$ cat config.mk
export PLATFORM = sky130hd
export DESIGN_NAME = pic_top
export DESIGN_NICKNAME = d
export VERILOG_FILES = /design/src/rtl/pic_pkg.sv /design/src/rtl/pic_regs.sv /design/src/rtl/pic_arbiter.sv /design/src/rtl/pic_top.sv
export SDC_FILE = /design/constraint.sdc
export NUM_CORES = 2
export LEC_CHECK = 0
export BUFFER_PORTS_ARGS = -buffer_cell sky130_fd_sc_hd__buf_2
export CAP_MARGIN = 20
export CORE_MARGIN = 5
export CORE_UTILIZATION = 55
export CTS_CLUSTER_SIZE = 14
export DETAILED_ROUTE_END_ITERATION = 8
export HOLD_SLACK_MARGIN = 0.05
export PLACE_DENSITY = 0.73
export SETUP_SLACK_MARGIN = 0.05
export SLEW_MARGIN = 20
export SYNTH_ARGS = -nofsm -noshare
export SYNTH_HDL_FRONTEND = slang
export SYNTH_HIERARCHICAL = 1
export SYNTH_SLANG_ARGS = --single-unit
$ cat constraint.sdc
create_clock -name clk -period 404.1 [get_ports clk]
set_input_delay 60.615 -clock clk [delete_from_list [all_inputs] [get_ports clk]]
set_output_delay 60.615 -clock clk [all_outputs]
set_load 0.005 [all_outputs]
$ cat src/rtl/pic_pkg.sv
package pic_pkg;
    localparam int NUM_SRC  = 63;
    localparam int NUM_PROG = 56;
    localparam int LVL_W    = 3;
    localparam int PRI_W    = 3;
    localparam int VEC_W    = 8;
    localparam int ADDR_W   = 7;
    localparam int DATA_W   = 8;
    localparam int IDX_W    = $clog2(NUM_SRC + 1);

    localparam logic [VEC_W-1:0]  VEC_BASE     = VEC_W'(64);
    localparam logic [VEC_W-1:0]  VEC_SPURIOUS = '1;
    localparam logic [ADDR_W-1:0] ADDR_GLOBAL  = '0;
    localparam logic [ADDR_W-1:0] ADDR_ACK     = ADDR_W'(64);

    typedef struct packed {
        logic             masked;
        logic [LVL_W-1:0] level;
        logic [PRI_W-1:0] prio;
    } src_cfg_t;

    // Ranking key: compares as one unsigned number, larger wins.
    typedef struct packed {
        logic [LVL_W-1:0] level;
        logic             fixed;
        logic [PRI_W-1:0] prio;
        logic [IDX_W-1:0] rank;   // inverted index, so lower source number wins ties
    } arb_key_t;

    function automatic arb_key_t make_key(src_cfg_t c, logic fixed, logic [IDX_W-1:0] idx);
        arb_key_t k;
        k.level = c.level;
        k.fixed = fixed;
        k.prio  = c.prio;
        k.rank  = ~idx;
        return k;
    endfunction

    function automatic logic [VEC_W-1:0] to_vector(logic found, logic [IDX_W-1:0] src_num);
        return found ? (VEC_BASE + VEC_W'(src_num)) : VEC_SPURIOUS;
    endfunction
endpackage

$ cat src/rtl/pic_regs.sv
module pic_regs
    import pic_pkg::*;
(
    input  logic                clk,
    input  logic                rst,
    input  logic                wr,
    input  logic [ADDR_W-1:0]   addr,
    input  logic [DATA_W-1:0]   wdata,
    output src_cfg_t [NUM_SRC-1:0] cfg,
    output logic                mask_all
);
    logic unused_wbit;
    assign unused_wbit = wdata[6];

    always_ff @(posedge clk) begin
        if (rst)
            mask_all <= 1'b0;
        else if (wr && addr == ADDR_GLOBAL)
            mask_all <= wdata[0];
    end

    for (genvar g = 0; g < NUM_SRC; g++) begin : g_src
        logic mask_q;
        always_ff @(posedge clk) begin
            if (rst)
                mask_q <= 1'b1;
            else if (wr && addr == ADDR_W'(g + 1))
                mask_q <= wdata[7];
        end

        if (g < NUM_PROG) begin : g_prog
            logic [LVL_W-1:0] lvl_q;
            logic [PRI_W-1:0] pri_q;
            always_ff @(posedge clk) begin
                if (rst) begin
                    lvl_q <= '0;
                    pri_q <= '0;
                end else if (wr && addr == ADDR_W'(g + 1)) begin
                    lvl_q <= wdata[5:3];
                    pri_q <= wdata[2:0];
                end
            end
            assign cfg[g] = {mask_q, lvl_q, pri_q};

            assert_prog_write_R2: assert property (@(posedge clk) disable iff (rst)
                (wr && addr == ADDR_W'(g + 1)) |=> (cfg[g].level == $past(wdata[5:3])
                                                  && cfg[g].prio == $past(wdata[2:0])));
        end else begin : g_fixed
            assign cfg[g] = {mask_q, LVL_W'(g - NUM_PROG + 1), PRI_W'(0)};
        end
    end
endmodule

$ cat src/rtl/pic_arbiter.sv
module pic_arbiter
    import pic_pkg::*;
(
    input  logic [NUM_SRC-1:0]     req,
    input  src_cfg_t [NUM_SRC-1:0] cfg,
    input  logic                   mask_all,
    input  logic                   lvl_sel_en,
    input  logic [LVL_W-1:0]       lvl_sel,
    output logic                   found,
    output logic [IDX_W-1:0]       win_src,
    output logic [LVL_W-1:0]       win_level
);
    arb_key_t best;
    arb_key_t cand;

    always_comb begin
        best  = '0;
        cand  = '0;
        found = 1'b0;
        for (int i = 0; i < NUM_SRC; i++) begin
            if (req[i] && !cfg[i].masked && cfg[i].level != '0 && !mask_all
                && (!lvl_sel_en || cfg[i].level == lvl_sel)) begin
                cand = make_key(cfg[i], i >= NUM_PROG, IDX_W'(i));
                if (!found || cand > best)
                    best = cand;
                found = 1'b1;
            end
        end
        win_src   = IDX_W'(~best.rank) + IDX_W'(1);
        win_level = found ? best.level : '0;
    end
endmodule

$ cat src/rtl/pic_top.sv
module pic_top
    import pic_pkg::*;
(
    input  logic               clk,
    input  logic               rst,
    input  logic               reg_wr,
    input  logic [ADDR_W-1:0]  reg_addr,
    input  logic [DATA_W-1:0]  reg_wdata,
    output logic [DATA_W-1:0]  reg_rdata,
    input  logic [NUM_SRC-1:0] irq_req,
    output logic [LVL_W-1:0]   irq_level,
    output logic               wake,
    input  logic               ack_req,
    input  logic [LVL_W-1:0]   ack_lvl,
    output logic               ack_valid,
    output logic [VEC_W-1:0]   ack_vec
);
    src_cfg_t [NUM_SRC-1:0] cfg;
    logic                   mask_all;

    logic             top_found, ack_found;
    logic [IDX_W-1:0] top_src, ack_src;
    logic [LVL_W-1:0] top_level, unused_ack_level;
    src_cfg_t         rd_cfg;

    pic_regs i_regs (
        .clk(clk), .rst(rst), .wr(reg_wr), .addr(reg_addr), .wdata(reg_wdata),
        .cfg(cfg), .mask_all(mask_all)
    );

    pic_arbiter i_arb_main (
        .req(irq_req), .cfg(cfg), .mask_all(mask_all),
        .lvl_sel_en(1'b0), .lvl_sel('0),
        .found(top_found), .win_src(top_src), .win_level(top_level)
    );

    pic_arbiter i_arb_ack (
        .req(irq_req), .cfg(cfg), .mask_all(mask_all),
        .lvl_sel_en(1'b1), .lvl_sel(ack_lvl),
        .found(ack_found), .win_src(ack_src), .win_level(unused_ack_level)
    );

    // Unclocked so it still works while the clock is gated in stop mode.
    assign wake = top_found;

    always_ff @(posedge clk) begin
        if (rst) begin
            irq_level <= '0;
            ack_valid <= 1'b0;
            ack_vec   <= VEC_SPURIOUS;
        end else begin
            irq_level <= top_level;
            ack_valid <= ack_req;
            if (ack_req)
                ack_vec <= to_vector(ack_found, ack_src);
        end
    end

    assign rd_cfg = cfg[IDX_W'(reg_addr - ADDR_W'(1))];

    always_comb begin
        if (reg_addr == ADDR_GLOBAL)
            reg_rdata = {{(DATA_W-1){1'b0}}, mask_all};
        else if (reg_addr == ADDR_ACK)
            reg_rdata = to_vector(top_found, top_src);
        else if (reg_addr <= ADDR_W'(NUM_SRC))
            reg_rdata = {rd_cfg.masked, 1'b0, rd_cfg.level, rd_cfg.prio};
        else
            reg_rdata = '0;
    end

    assert_maskall_level_R6: assert property (@(posedge clk) disable iff (rst)
        $past(mask_all) |-> irq_level == '0);
    assert_maskall_wake_R6: assert property (@(posedge clk) disable iff (rst)
        mask_all |-> !wake);
    assert_level_after_wake_R11: assert property (@(posedge clk) disable iff (rst)
        (irq_level != '0) |-> $past(wake));
    assert_ack_timing_R10: assert property (@(posedge clk) disable iff (rst)
        ack_valid |-> $past(ack_req));
    assert_ack_vec_range_R8: assert property (@(posedge clk) disable iff (rst)
        ack_valid |-> (ack_vec == VEC_SPURIOUS
                       || (ack_vec > VEC_BASE && ack_vec <= VEC_BASE + VEC_W'(NUM_SRC))));
    assert_ack_under_level_R4: assert property (@(posedge clk) disable iff (rst)
        (ack_valid && ack_vec != VEC_SPURIOUS) |-> ($past(ack_lvl) != '0 && irq_level >= $past(ack_lvl)));
endmodule

==> metrics.txt <==
cell family with most CP delay compound AO/OA/AOI/OAI gates; Mapped Area 69100 sq um; root buffer cell clkbuf_16; Crit Path Max Fanout 18; Post-Synthesis Cells 8813; initial antenna violation count 11; htree depth 2; Hold Buf Count CTS 0; Tmin final 243.33 ns; via count of the first global-routing pass 65600; status complete, no violations; area grow syn2layout 1.79%; Critical path buffers and inverters 35; cts bufs inserted 43; ANT nets after route 0; Arrival @ worst endpoint 182.71 ns; Routed WL 252 mm; placed cell count 10200; worst hold path class reg -> reg; Clock Skew 0.0151 ns; clock net sink count 411; CP Class in -> out; die area 133000 sq um; Die X 364 um; Post-Layout Cell Count 10300; Total GRT Usage 35.7%; largest buffer count on any clock path 3; post_cts resized 0; share of layout cells above drive strength 1 14.0%; Via density 6.85; Remaining DRCs 0; fmax 0.00411 GHz; RSZ-0062 raised after global routing no; PortBufs 103; post-detail-place hpwl 187 mm; Avg Cell Area, Syn 7.84 sq um; # fillers 11700; TritonCTS clock tree built; crit path launch type input port; # setup viols final 0; Final period util 60.2%; r2r setup slk 279.35 ns; worst skew pair latency 0.60 ns; grt ovf 0; setup TNS 0 ns; 1st-pass router iterations 7; hold path depth 2; CP endpoint kind primary output; Die Ht 364 um; number of DRC markers in iteration 0 8488; total core area 125000 sq um; Util after Layout 56.2%; Power per Cell Area 1.39 nW/um^2; WL/cell 24.5 um; Slowest cell on crit path o31ai_2; WP depth 503; Critical Path Most Common Cell ha_1; vias 70200; largest net degree at the start of global routing 104; Final nets 9059; I/O pin count 106; Reg2Reg Depth 525; leakage power figure 30.5 nW; GP Congestion 1.01; first-pass GRT wire length 381 mm; Final Slew Violations 0; max cap viols 0; worst slew pin tran 1.27 ns; CP max stage delay 0.89 ns; clk slew on worst S/H paths 0.06 ns; Final Hold Fails 0; starting density of the core 55.2%; post-CTS setup buffer count 0; # rows 130; Worst slew margin 14.9%; Ys Warns 6; worst vdd ir 0.00000264 V; required time of the critical path 343.48 ns
-- tightest hold or removal path: stages, from the launching register on --
cell	delay (ns)
dfxtp_1	0.32
o21ai_0	0.07
nand2b_1	0.06
-- path summary, 6_finish.rpt --
| check | end | start |
|---|---|---|
| worst max-delay path | reg_rdata[0] | irq_req[0] |
| worst min-delay path | ack_vec[5] | ack_vec[5] |
| worst max register to register | ack_vec[1] | i_regs/g_src[0].g_prog.lvl_q[2] |
| worst min register to register | ack_vec[5] | ack_vec[5] |
-- through the flow --
step	hold slack, ns	instance area (sq um)	power (W)	worst slack [ns]
2_1_floorplan	0.471	69300	0.0000522	181.12
3_3_place_gp	0.457	68900	0.0000551	166.00
3_5_place_dp	0.476	68900	0.0000554	164.03
4_1_cts	0.489	70300	0.0000960	163.57
5_1_grt	0.518	70300	0.000100	152.89
6_report	0.483	70300	0.0000979	160.77
-- power by group --
part | internal [W] | leakage, nW | switching [W] | total, W
sequential | 0.0000406 | 3.31 | 0.000000312 | 0.0000409
clock | 0.0000235 | 0.695 | 0.0000181 | 0.0000415
combinational | 0.00000487 | 26.5 | 0.0000106 | 0.0000155
total | 0.0000689 | 30.5 | 0.0000289 | 0.0000979
-- routing by layer --
layer	global-route usage (%)	share of wire [%]
met3	8.48	11
met2	55.2	43
met5	1.38	0.11
met4	15.6	4.8
met1	47.2	41
-- final cells by class --
type,count,area [sq um],area share (%)
Multi-Input combinational cell,7385,55500,79.0
Sequential cell,411,8230,11.7
Inverter,566,2120,3.02
Tap cell,1650,2060,2.94
Clock buffer,58,1230,1.76
Timing Repair Buffer,156,937,1.33
Clock inverter,17,190,0.270
Antenna cell,7,17.5,0.0249
-- sequential cells by signal, indices dropped and copies added (netlist names) --
register and flops:
i_regs/g_src.g_prog.lvl_q 168, i_regs/g_src.mask_q 63, ack_valid 1, i_regs/mask_all 1, ack_vec 7, i_regs/g_src.g_prog.pri_q 168, irq_level 3
-- layout by cell type (no fill, tap or decap), drive strengths merged, types with 94 or more instances in the layout --
cell / n
nor2: 735
nand2: 690
mux2i: 619
inv: 567
a21oi: 549
o21ai: 540
nand2b: 445
ha: 411
dfxtp: 411
nand3: 259
xnor2: 241
a21o: 194
o21a: 190
o211ai: 177
buf: 156
a31oi: 128
nor3: 121
mux2: 110
mux4: 100
and2: 100
nand4: 98
a211oi: 94
(Power assumes the default switching activity.)
